[src/rtl/dbuf_dma_pkg.sv]
package dbuf_dma_pkg;

  localparam int REG_AW = 5;
  localparam int MODE_W = 24;
  localparam int HI_W   = 4;

  localparam logic [REG_AW-1:0] OFS_MODE_SET = 5'h00;
  localparam logic [REG_AW-1:0] OFS_MODE_CLR = 5'h04;
  localparam logic [REG_AW-1:0] OFS_PER      = 5'h08;
  localparam logic [REG_AW-1:0] OFS_ADR0     = 5'h0C;
  localparam logic [REG_AW-1:0] OFS_CNT0     = 5'h10;
  localparam logic [REG_AW-1:0] OFS_ADR1     = 5'h14;
  localparam logic [REG_AW-1:0] OFS_CNT1     = 5'h18;

  localparam int B_EN0  = 0;
  localparam int B_DN0  = 1;
  localparam int B_EN1  = 2;
  localparam int B_DN1  = 3;
  localparam int B_ACT  = 4;
  localparam int B_GO   = 5;
  localparam int B_HALT = 6;
  localparam int B_IE   = 7;
  localparam int B_DW   = 9;
  localparam int B_DIR  = 12;
  localparam int B_PHI  = 20;
  localparam int B_BHI  = 16;

  // bits software may touch: all but HALT (6) and the hole at 14
  localparam logic [MODE_W-1:0] SW_MASK = 24'hFFBFBF;

  function automatic logic [1:0] size_log2(input logic [1:0] dw);
    if (dw == 2'd0)      return 2'd0;
    else if (dw == 2'd1) return 2'd1;
    else                 return 2'd2;
  endfunction

endpackage

[src/rtl/dbuf_dma_desc.sv]
module dbuf_dma_desc #(
  parameter int LOW_AW = 28,
  parameter int CNT_W  = 16,
  parameter int HI_W   = 4
) (
  input  logic              clk,
  input  logic              rst_n,
  input  logic              adr_we,
  input  logic              cnt_we,
  input  logic [LOW_AW-1:0] adr_wdata,
  input  logic [CNT_W-1:0]  cnt_wdata,
  input  logic [HI_W-1:0]   hi_wdata,
  input  logic              beat,
  input  logic [2:0]        step,
  output logic [LOW_AW-1:0] addr_q,
  output logic [CNT_W-1:0]  cnt_q,
  output logic [HI_W-1:0]   hi_q,
  output logic [CNT_W-1:0]  cnt_d
);

  logic [LOW_AW-1:0] addr_d;
  logic [HI_W-1:0]   hi_d;

  always_comb begin
    addr_d = addr_q;
    cnt_d  = cnt_q;
    hi_d   = hi_q;
    if (adr_we)    addr_d = adr_wdata;
    else if (beat) addr_d = addr_q + LOW_AW'(step);
    if (cnt_we) begin
      cnt_d = cnt_wdata;
      hi_d  = hi_wdata;
    end else if (beat) begin
      cnt_d = cnt_q - CNT_W'(1);
    end
  end

  always_ff @(posedge clk or negedge rst_n) begin
    if (!rst_n) begin
      addr_q <= '0;
      cnt_q  <= '0;
      hi_q   <= '0;
    end else begin
      addr_q <= addr_d;
      cnt_q  <= cnt_d;
      hi_q   <= hi_d;
    end
  end

endmodule

[src/rtl/dbuf_dma_mode.sv]
module dbuf_dma_mode
  import dbuf_dma_pkg::*;
(
  input  logic              clk,
  input  logic              rst_n,
  input  logic              set_we,
  input  logic              clr_we,
  input  logic [MODE_W-1:0] wdata,
  input  logic              complete,
  output logic [MODE_W-1:0] mode_q,
  output logic [MODE_W-1:0] mode_d
);

  logic [MODE_W-1:0] wmask;

  always_comb begin
    wmask  = wdata & SW_MASK;
    mode_d = mode_q;
    if (set_we) mode_d = mode_d | wmask;
    if (clr_we) mode_d = mode_d & ~wmask;
    // hardware completion has the last word on the bits it owns
    if (complete) begin
      if (mode_q[B_ACT]) begin
        mode_d[B_EN1] = 1'b0;
        mode_d[B_DN1] = 1'b1;
      end else begin
        mode_d[B_EN0] = 1'b0;
        mode_d[B_DN0] = 1'b1;
      end
      mode_d[B_ACT] = ~mode_q[B_ACT];
    end
  end

  always_ff @(posedge clk or negedge rst_n) begin
    if (!rst_n) mode_q <= '0;
    else        mode_q <= mode_d;
  end

endmodule

[src/rtl/dbuf_dma_engine.sv]
module dbuf_dma_engine #(
  parameter int CNT_W = 16
) (
  input  logic                  clk,
  input  logic                  rst_n,
  input  logic                  go_q,
  input  logic [1:0]            en_q,
  input  logic                  act_q,
  input  logic                  go_n,
  input  logic [1:0]            en_n,
  input  logic                  act_n,
  input  logic [1:0][CNT_W-1:0] cnt_q,
  input  logic [1:0][CNT_W-1:0] cnt_d,
  input  logic                  mem_ack,
  input  logic                  dev_ack,
  output logic                  req_q,
  output logic                  beat,
  output logic                  complete,
  output logic                  halt_q
);

  logic req_d;
  logic halt_d;
  logic act_empty;
  logic nxt_ready;

  always_comb begin
    beat      = req_q & mem_ack & dev_ack;
    act_empty = (cnt_q[act_q] == '0);
    complete  = go_q & en_q[act_q] & act_empty & ~req_q;
    nxt_ready = go_n & en_n[act_n] & (cnt_d[act_n] != '0);
    // a requested beat is never withdrawn
    req_d     = (req_q & ~beat) | nxt_ready;
    halt_d    = ~go_n & ~req_d;
  end

  always_ff @(posedge clk or negedge rst_n) begin
    if (!rst_n) begin
      req_q  <= 1'b0;
      halt_q <= 1'b1;
    end else begin
      req_q  <= req_d;
      halt_q <= halt_d;
    end
  end

endmodule

[src/rtl/dbuf_dma_chan.sv]
module dbuf_dma_chan
  import dbuf_dma_pkg::*;
#(
  parameter int LOW_AW = 28,
  parameter int CNT_W  = 16,
  parameter int DATA_W = 32,
  localparam int OUT_AW = LOW_AW + HI_W
) (
  input  logic              clk,
  input  logic              rst_n,
  input  logic              reg_wr,
  input  logic [REG_AW-1:0] reg_addr,
  input  logic [31:0]       reg_wdata,
  output logic [31:0]       reg_rdata,
  output logic              mem_req,
  output logic [OUT_AW-1:0] mem_addr,
  output logic              mem_we,
  output logic [DATA_W-1:0] mem_wdata,
  input  logic [DATA_W-1:0] mem_rdata,
  input  logic              mem_ack,
  output logic              dev_req,
  output logic [OUT_AW-1:0] dev_addr,
  output logic              dev_we,
  output logic [DATA_W-1:0] dev_wdata,
  input  logic [DATA_W-1:0] dev_rdata,
  input  logic              dev_ack,
  output logic [1:0]        beat_size,
  output logic              irq
);

  logic [MODE_W-1:0]          mode_q;
  logic [MODE_W-1:0]          mode_d;
  logic [LOW_AW-1:0]          per_q;
  logic [LOW_AW-1:0]          per_d;
  logic [1:0][LOW_AW-1:0]     addr_q;
  logic [1:0][CNT_W-1:0]      cnt_q;
  logic [1:0][CNT_W-1:0]      cnt_d;
  logic [1:0][HI_W-1:0]       hi_q;
  logic                       req_q;
  logic                       beat;
  logic                       complete;
  logic                       halt_q;
  logic                       act_q;
  logic [CNT_W-1:0]           act_cnt;
  logic [2:0]                 step;
  logic                       set_we;
  logic                       clr_we;
  logic                       per_we;
  logic                       unused_wdata;

  assign unused_wdata = ^reg_wdata[31:24];

  assign set_we = reg_wr & (reg_addr == OFS_MODE_SET);
  assign clr_we = reg_wr & (reg_addr == OFS_MODE_CLR);
  assign per_we = reg_wr & (reg_addr == OFS_PER);

  assign act_q     = mode_q[B_ACT];
  assign act_cnt   = cnt_q[act_q];
  assign beat_size = size_log2(mode_q[B_DW+1:B_DW]);
  assign step      = 3'd1 << beat_size;

  dbuf_dma_mode u_mode (
    .clk      (clk),
    .rst_n    (rst_n),
    .set_we   (set_we),
    .clr_we   (clr_we),
    .wdata    (reg_wdata[MODE_W-1:0]),
    .complete (complete),
    .mode_q   (mode_q),
    .mode_d   (mode_d)
  );

  generate
    for (genvar i = 0; i < 2; i++) begin : g_buf
      localparam logic [REG_AW-1:0] A_OFS = (i == 0) ? OFS_ADR0 : OFS_ADR1;
      localparam logic [REG_AW-1:0] C_OFS = (i == 0) ? OFS_CNT0 : OFS_CNT1;
      logic buf_beat;
      assign buf_beat = beat & (act_q == 1'(i));
      dbuf_dma_desc #(
        .LOW_AW (LOW_AW),
        .CNT_W  (CNT_W),
        .HI_W   (HI_W)
      ) u_desc (
        .clk       (clk),
        .rst_n     (rst_n),
        .adr_we    (reg_wr & (reg_addr == A_OFS)),
        .cnt_we    (reg_wr & (reg_addr == C_OFS)),
        .adr_wdata (reg_wdata[LOW_AW-1:0]),
        .cnt_wdata (reg_wdata[CNT_W-1:0]),
        .hi_wdata  (reg_wdata[B_BHI+HI_W-1:B_BHI]),
        .beat      (buf_beat),
        .step      (step),
        .addr_q    (addr_q[i]),
        .cnt_q     (cnt_q[i]),
        .hi_q      (hi_q[i]),
        .cnt_d     (cnt_d[i])
      );
    end
  endgenerate

  dbuf_dma_engine #(
    .CNT_W (CNT_W)
  ) u_eng (
    .clk      (clk),
    .rst_n    (rst_n),
    .go_q     (mode_q[B_GO]),
    .en_q     ({mode_q[B_EN1], mode_q[B_EN0]}),
    .act_q    (act_q),
    .go_n     (mode_d[B_GO]),
    .en_n     ({mode_d[B_EN1], mode_d[B_EN0]}),
    .act_n    (mode_d[B_ACT]),
    .cnt_q    (cnt_q),
    .cnt_d    (cnt_d),
    .mem_ack  (mem_ack),
    .dev_ack  (dev_ack),
    .req_q    (req_q),
    .beat     (beat),
    .complete (complete),
    .halt_q   (halt_q)
  );

  // peripheral address register
  always_comb begin
    per_d = per_q;
    if (per_we) per_d = reg_wdata[LOW_AW-1:0];
  end

  always_ff @(posedge clk or negedge rst_n) begin
    if (!rst_n) per_q <= '0;
    else        per_q <= per_d;
  end

  // register read mux
  always_comb begin
    reg_rdata = '0;
    case (reg_addr)
      OFS_MODE_SET: begin
        reg_rdata[MODE_W-1:0] = mode_q;
        reg_rdata[B_HALT]     = halt_q;
      end
      OFS_PER:  reg_rdata[LOW_AW-1:0] = per_q;
      OFS_ADR0: reg_rdata[LOW_AW-1:0] = addr_q[0];
      OFS_ADR1: reg_rdata[LOW_AW-1:0] = addr_q[1];
      OFS_CNT0: begin
        reg_rdata[CNT_W-1:0]           = cnt_q[0];
        reg_rdata[B_BHI+HI_W-1:B_BHI]  = hi_q[0];
      end
      OFS_CNT1: begin
        reg_rdata[CNT_W-1:0]           = cnt_q[1];
        reg_rdata[B_BHI+HI_W-1:B_BHI]  = hi_q[1];
      end
      default: reg_rdata = '0;
    endcase
  end

  assign mem_req   = req_q;
  assign dev_req   = req_q;
  assign mem_addr  = {hi_q[act_q], addr_q[act_q]};
  assign dev_addr  = {mode_q[B_PHI+HI_W-1:B_PHI], per_q};
  assign mem_we    = mode_q[B_DIR];
  assign dev_we    = ~mode_q[B_DIR];
  assign mem_wdata = dev_rdata;
  assign dev_wdata = mem_rdata;
  assign irq       = mode_q[B_IE] & (mode_q[B_DN0] | mode_q[B_DN1]);

endmodule

[config.mk]
export PLATFORM = sky130hd
export DESIGN_NAME = dbuf_dma_chan
export DESIGN_NICKNAME = d
export VERILOG_FILES = /design/src/rtl/dbuf_dma_pkg.sv /design/src/rtl/dbuf_dma_desc.sv /design/src/rtl/dbuf_dma_mode.sv /design/src/rtl/dbuf_dma_engine.sv /design/src/rtl/dbuf_dma_chan.sv
export SDC_FILE = /design/constraint.sdc
export NUM_CORES = 1
export LEC_CHECK = 0
export CORE_UTILIZATION = 35
export CTS_BUF_LIST = sky130_fd_sc_hd__clkbuf_4
export DETAILED_ROUTE_END_ITERATION = 6
export DONT_BUFFER_PORTS = 1
export GPL_TIMING_DRIVEN = 0
export PLACE_DENSITY_LB_ADDON = 0.2
export SLEW_MARGIN = 20
export SYNTH_ARGS = -nofsm -noshare
export SYNTH_HDL_FRONTEND = slang
export SYNTH_SLANG_ARGS = --single-unit
export TNS_END_PERCENT = 50
[constraint.sdc]
create_clock -name clk -period 4.3 [get_ports clk]
set_input_delay 0.215 -clock clk [delete_from_list [all_inputs] [get_ports clk]]
set_output_delay 0.215 -clock clk [all_outputs]
set_load 0.01 [all_outputs]
Word-level counts from Yosys, hierarchy flattened
Index checks and enable logic that the tools add are counted.
{"block": "totals", "ff_bits": 150, "elab_cells": 90, "in_bits": 106}
{"block": "op_classes", "bitwise": 30, "mux": 30, "shifts": 1, "add_sub_neg": 4, "n_eq_ne": 7, "order_cmp": 2, "reduce_logical": 6}
{"cell": "28-bit 2-to-1 mux", "count": 6}
{"cell": "16-bit 2-to-1 mux", "count": 8}
{"cell": "20-bit case mux with 6 select lines", "count": 1}
{"cell": "28-bit by 3-bit adder with 28-bit output", "count": 2}
{"cell": "24-bit 2-to-1 mux", "count": 2}
{"cell": "16-bit by 1-bit subtractor with 16-bit output (second input constant)", "count": 2}
{"cell": "24-bit bitwise AND", "count": 1}
{"cell": "24-bit inverter", "count": 1}
{"cell": "24-bit bitwise OR", "count": 1}
{"cell": "1-bit bitwise AND", "count": 19}
{"cell": "16-bit logical NOT", "count": 1}
{"cell": "4-bit case mux with 4 select lines", "count": 1}
{"cell": "16-bit nonzero test", "count": 1}
{"cell": "5-bit == test (second input constant)", "count": 3}
{"cell": "4-bit case mux with 3 select lines", "count": 1}
{"cell": "5-bit by 4-bit == test with 1-bit output (second input constant)", "count": 2}
{"cell": "2-bit 2-to-1 mux", "count": 4}
{"cell": "4-bit 2-to-1 mux", "count": 2}
{"cell": "1-bit inverter", "count": 6}
{"cell": "5-bit by 3-bit == test with 1-bit output (second input constant)", "count": 1}
{"cell": "5-bit logical NOT", "count": 1}
{"cell": "5-bit 2-to-1 mux", "count": 1}
{"cell": "1-bit by 2-bit less-than comparator with 1-bit output (second input constant)", "count": 2}
{"cell": "1-bit 2-to-1 mux", "count": 4}
{"cell": "other kinds (5)", "count": 7}

Depth between registers and ports, before layout
{"block": "logic_depth", "ltp_word": 14, "ltp_mapped": 12, "mapped_depth_nobuf": 11}

Modules after synthesis
Synthesis repeated with hierarchy kept, for this count alone.
{"block": "hier_totals", "hier_cells": 1038, "area_unflattened_um2": 9699.3}
{"mod": "dbuf_dma_chan", "area_each_um2": 3064.2, "seq_area_each_um2": 700.7, "cells_each": 325, "n_inst": 1}
{"mod": "dbuf_dma_desc (g_buf[1].u_desc)", "area_each_um2": 2805.2, "seq_area_each_um2": 1201.2, "cells_each": 314, "n_inst": 1}
{"mod": "dbuf_dma_desc (g_buf[0].u_desc)", "area_each_um2": 2668.8, "seq_area_each_um2": 1201.2, "cells_each": 283, "n_inst": 1}
{"mod": "dbuf_dma_mode", "area_each_um2": 870.8, "seq_area_each_um2": 550.5, "cells_each": 80, "n_inst": 1}
{"mod": "dbuf_dma_engine", "area_each_um2": 290.3, "seq_area_each_um2": 51.3, "cells_each": 36, "n_inst": 1}

Least setup slack after synthesis
OpenSTA, ideal clock, no wires.
{"block": "synth_path", "path_kind": "register to register", "from": "register g_buf[1].u_desc.cnt_q[8]", "to": "register u_eng.req_q", "period_less_slack_ns": 2.658, "arrival_time_ns": 2.534, "path_slack_ns": 1.642, "stages_incl_launch_ff": 10, "cell_sequence": "dfrtp_1 -> or4_4 -> nor4bb_1 -> buf_4 -> nand4_4 -> a211oi_4 -> inv_2 -> or4_1 -> a22oi_2 -> a21oi_1"}
{"block": "synth_via", "elab_chain_cells": 11}
{"item": "from (decl)", "line": "dbuf_dma_desc.sv:16", "text": "output logic [CNT_W-1:0] cnt_q,"}
{"item": "from (signal assigned)", "line": "dbuf_dma_desc.sv:45", "text": "cnt_q <= cnt_d;"}
{"item": "16-bit 2-to-1 mux (implied by the code) (*) (2 in series)", "line": "dbuf_dma_engine.sv:29", "text": "act_empty = (cnt_q[act_q] == '0);"}
{"item": "16-bit logical NOT (*)", "line": "dbuf_dma_engine.sv:29"}
{"item": "1-bit bitwise AND (*) (2 in series)", "line": "dbuf_dma_engine.sv:30", "text": "complete = go_q & en_q[act_q] & act_empty & ~req_q;"}
{"item": "5-bit 2-to-1 mux (*)", "line": "dbuf_dma_mode.sv:22", "text": "if (complete) begin"}
{"item": "named net mode_d[4]", "line": "dbuf_dma_chan.sv:32", "text": "logic [MODE_W-1:0] mode_d;"}
{"item": "16-bit 2-to-1 mux (implied by the code) or 1-bit 2-to-1 mux (tied branches) (2 in series)", "line": "dbuf_dma_engine.sv:31", "text": "nxt_ready = go_n & en_n[act_n] & (cnt_d[act_n] != '0);"}
{"item": "16-bit nonzero test or 1-bit bitwise AND (tied branches)", "line": "dbuf_dma_engine.sv:31"}
{"item": "1-bit bitwise AND (*)", "line": "dbuf_dma_engine.sv:31"}
{"item": "1-bit bitwise OR (*)", "line": "dbuf_dma_engine.sv:33", "text": "req_d = (req_q & ~beat) | nxt_ready;"}
{"item": "named net u_eng.req_d", "line": "dbuf_dma_engine.sv:22", "text": "logic req_d;"}
{"item": "to (signal assigned)", "line": "dbuf_dma_engine.sv:42", "text": "req_q <= req_d;"}
{"item": "to (decl)", "line": "dbuf_dma_engine.sv:16", "text": "output logic req_q,"}
The timed path passes the listed nets; every way through them passes the cells marked *. The select of a mux whose other input is x is not followed.
A chain may end at the register's enable or synchronous reset.

Final worst setup path
{"block": "layout_path", "from": "input reg_addr[2]", "to": "output reg_rdata[9]"}
{"block": "layout_via", "elab_chain_cells": 2}
{"item": "from (decl)", "line": "dbuf_dma_chan.sv:12", "text": "input logic [REG_AW-1:0] reg_addr,"}
{"item": "5-bit == test (tied with other cells)", "line": "dbuf_dma_chan.sv:136", "text": "case (reg_addr)"}
{"item": "20-bit case mux with 6 select lines (*)", "line": "dbuf_dma_chan.sv:136"}
{"item": "to (decl)", "line": "dbuf_dma_chan.sv:14", "text": "output logic [31:0] reg_rdata,"}
Every way passes the cells marked *; elsewhere a longest branch is shown, timed or not.

==> insert_results.sql <==
INSERT INTO impl_metrics (metric_group, metric, value, unit) VALUES
('final_layout', 'finish.instance_area', '10470', 'sq um'),
('worst_setup_path', 'worst-path-max-fanout', '10', ''),
('placement', 'dp_cells', '1400', ''),
('placement', 'port-buffer-count', '0', ''),
('sta', 'grt_setup_unrepaired', 'no', ''),
('yosys', 'top_cells_by_instance_count_after_synthesis', 'sky130_fd_sc_hd__dfrtp_1 (147), sky130_fd_sc_hd__a21oi_1 (131), sky130_fd_sc_hd__nor2_1 (123)', ''),
('routing', 'firstDrtPassIters', '7', ''),
('yosys', 'post_synth_mux_area_share', '8.807', '%'),
('grt', 'grt_first_pass_wirelength', '51.63', 'mm'),
('grt', 'grt-ovfl-total', '0', ''),
('yosys', 'synth-edff-count', '0', ''),
('yosys', 'ys_async_sr_fraction', '100.0', '%'),
('sta', 'worst-slew-pin-transition', '1.105', 'ns'),
('final_layout', 'final_layout_size_suffix_gt1_share', '16.30', '%'),
('worst_setup_path', 'timing_worst_setup_path_type', 'in -> out', ''),
('routing', 'detail_route.drc_violations', '44', ''),
('yosys', 'synth.cell_area', '9405', 'sq um'),
('routing', 'number_of_drc_markers_after_the_initial_detailed_route_iteration', '805', ''),
('outcome', 'status', 'finished with violations', ''),
('final_layout', 'final_core_utilization', '39.94', '%'),
('grt', 'global_route.usage.total', '25.36', '%'),
('sta', 'fmax', '0.2930', 'GHz'),
('yosys', 'synth_most_common_cell', 'sky130_fd_sc_hd__dfrtp_1', ''),
('yosys', 'post_synth_main_area_contributors', 'sky130_fd_sc_hd__dfrtp_1 (39%), sky130_fd_sc_hd__mux2_2 (7.4%), sky130_fd_sc_hd__a21oi_1 (7.0%)', ''),
('floorplanning', 'die_x', '165.9', 'microns'),
('sta', 'post-route-min-period', '3.413', 'ns'),
('yosys', 'synth_compound_area_share', '14.89', '%'),
('worst_setup_path', 'critical_path.startpoint_type', 'input pin', ''),
('floorplanning', 'floorplan_die_area', '27530', 'sq um'),
('yosys', 'fraction_of_the_yosys_area_taken_by_sequential_cells', '39.39', '%'),
('sta', 'timing.hold.ws', '0.04404', 'ns'),
('routing', 'drtAntennaViolNets', '0', ''),
('sta', 'slew_violations', '0', ''),
('final_layout', 'design.final.nets', '1232', ''),
('min_path', 'hold_path.class', 'in -> reg', ''),
('cts', 'worstSkewPairLatency', '0.60', 'ns'),
('floorplanning', 'die_h', '165.9', 'microns'),
('pwr', 'cellPowerDensity', '455.5', 'nW/um^2'),
('yosys', 'synth_register_bits', '148', ''),
('pwr', 'power_leakage', '4.425', 'nW'),
('yosys', 'netlist-cell-type-count', '64', ''),
('placement', 'post_dp_cell_area', '9836', 'sq um'),
('yosys', 'yosys_most_used_dff', 'sky130_fd_sc_hd__dfrtp_1', ''),
('cts', 'clock_tree.buffer_depth', '2', ''),
('worst_setup_path', 'worst_ep_arrival', '3.20', 'ns'),
('sta', 'final.setup.tns', '0', 'ns'),
('worst_setup_path', 'end_kind', 'output pin', ''),
('cts', 'buffer_cell_driving_the_clock_tree_root', 'sky130_fd_sc_hd__clkbuf_4', ''),
('final_layout', 'stdcell_count', '1467', ''),
('yosys', 'yosys.area.top_type_share', '39.11', '%'),
('yosys', 'synth_area_per_cell', '8.856', 'sq um'),
('yosys', 'post-synth-top-area-cell', 'sky130_fd_sc_hd__dfrtp_1', ''),
('cts', 'cts_htree_levels', '4', ''),
('floorplanning', 'placementRows', '59', ''),
('cts', 'post_cts.repair.setup_buffers', '0', ''),
('outcome', 'failed_checks', 'design-rule violations', ''),
('yosys', 'yosysWarningCount', '0', ''),
('final_layout', 'area_delta_synth_final', '11.29', '%'),
('cts', 'cts_made_buffers', '17', ''),
('grt', 'first_global_vias', '7886', ''),
('routing', 'route.detailed.wl_per_inst', '23.84', 'microns'),
('sta', 'min_period_over_period', '79.37', '%'),
('yosys', 'synth-simple-area-share', '18.80', '%'),
('yosys', 'post_synth_fa_ha_maj_area_fraction', '1.490', '%'),
('grt', 'grt_max_degree', '149', ''),
('floorplanning', 'initial_core_util', '35.89', '%'),
('pwr', 'vdd.ir_drop.worst', '179.7', 'uV'),
('routing', 'routed_wl', '34.98', 'mm'),
('yosys', 'syn_inst', '1062', ''),
('yosys', 'yosys.area_share.xor_xnor', '7.170', '%'),
('sta', 'final.setup_skew', '0.03188', 'ns');
stage by stage:
stage          power (mW)  worst slack [ns]
2_1_floorplan       3.257             1.642
3_3_place_gp        3.724            0.8440
3_5_place_dp        3.747            0.8684
4_1_cts             4.775            0.8701
5_1_grt             5.044            0.6447
6_report            4.768            0.8872
cell usage in the layout, fill, tap and decap left out, drive strengths merged, types with 31 or more instances in the layout:
master / netlist / routed
nor2: 123 / 123
xor2: 49 / 49
buf: 90 / 91
dlygate4sd3: 0 / 31
nand2: 99 / 99
dfrtp: 147 / 147
nand3: 36 / 36
a21oi: 131 / 131
mux2: 62 / 62
clkbuf: 49 / 67
worst paths after layout:
| check | start | end | slack, ns | depth (start not counted) |
|---|---|---|---|---|
| setup / recovery | reg_addr[2] | reg_rdata[9] | 0.89 | 7 |
| hold / removal | reg_addr[4] | g_buf[1].u_desc.cnt_q[2] | 0.04 | 3 |
| setup reg to reg | u_mode.mode_q[4] | g_buf[1].u_desc.addr_q[26] | 0.92 | 10 |
| hold reg to reg | g_buf[0].u_desc.hi_q[3] | g_buf[0].u_desc.hi_q[3] | 0.52 | 2 |
| max in group asynchronous | rst_n | g_buf[1].u_desc.hi_q[3] | 3.39 | 2 |
| min in group asynchronous | rst_n | per_q[4] | 0.29 | 2 |
area by class of cell:
type                            instances  area, sq um
Sequential cell                       148         3705
Clock buffer                           18        135.1
Buffer                                139        807.0
Timing Repair Buffer                   32        337.8
Inverter                               21        78.83
Tap cell                              335        419.2
Multi-Input combinational cell        757         4826
Antenna cell                            3        7.507
Clock inverter                         14        151.4
Fill cell                            2703        15740
worst max-delay path, cell delays in order:
cell and delay [ns]:
sky130_fd_sc_hd__dlygate4sd3_1 0.59, sky130_fd_sc_hd__nor4b_4 0.65, sky130_fd_sc_hd__nor2b_1 0.20, sky130_fd_sc_hd__clkbuf_1 0.53
sky130_fd_sc_hd__clkbuf_1 0.59, sky130_fd_sc_hd__a222oi_1 0.19, sky130_fd_sc_hd__nand2_1 0.21
routing by layer:
layer | share of wire [%] | track usage [%] | vias up
li1 | - | - | 3774
met1 | 43 | 33.41 | 4090
met2 | 47 | 40.67 | 390
met3 | 7.5 | 5.434 | 45
met4 | 3.2 | 9.711 | 2
met5 | 0.037 | 0 | -
logic make-up after synthesis:
| family | after synthesis |
|---|---|
| compound gates | 228 |
| xor+xnor | 77 |
| flops | 148 |
| mux | 75 |
| buf+inv | 160 |
| fa+ha+maj | 10 |
| simple gates | 363 |
| other cells | 1 |
power by group:
part           internal, mW  leakage [nW]  switching [mW]
clock                 0.358         0.149           0.595
sequential             1.76          1.81           0.542
combinational         0.667          2.46           0.851
timing repair:
item / CTS / global route
hold buffers: 32 / 0
hold endpoints to repair: 273 / 0
gates resized for setup: 0 / 0
Note: power is estimated with default switching activity, not from simulation.
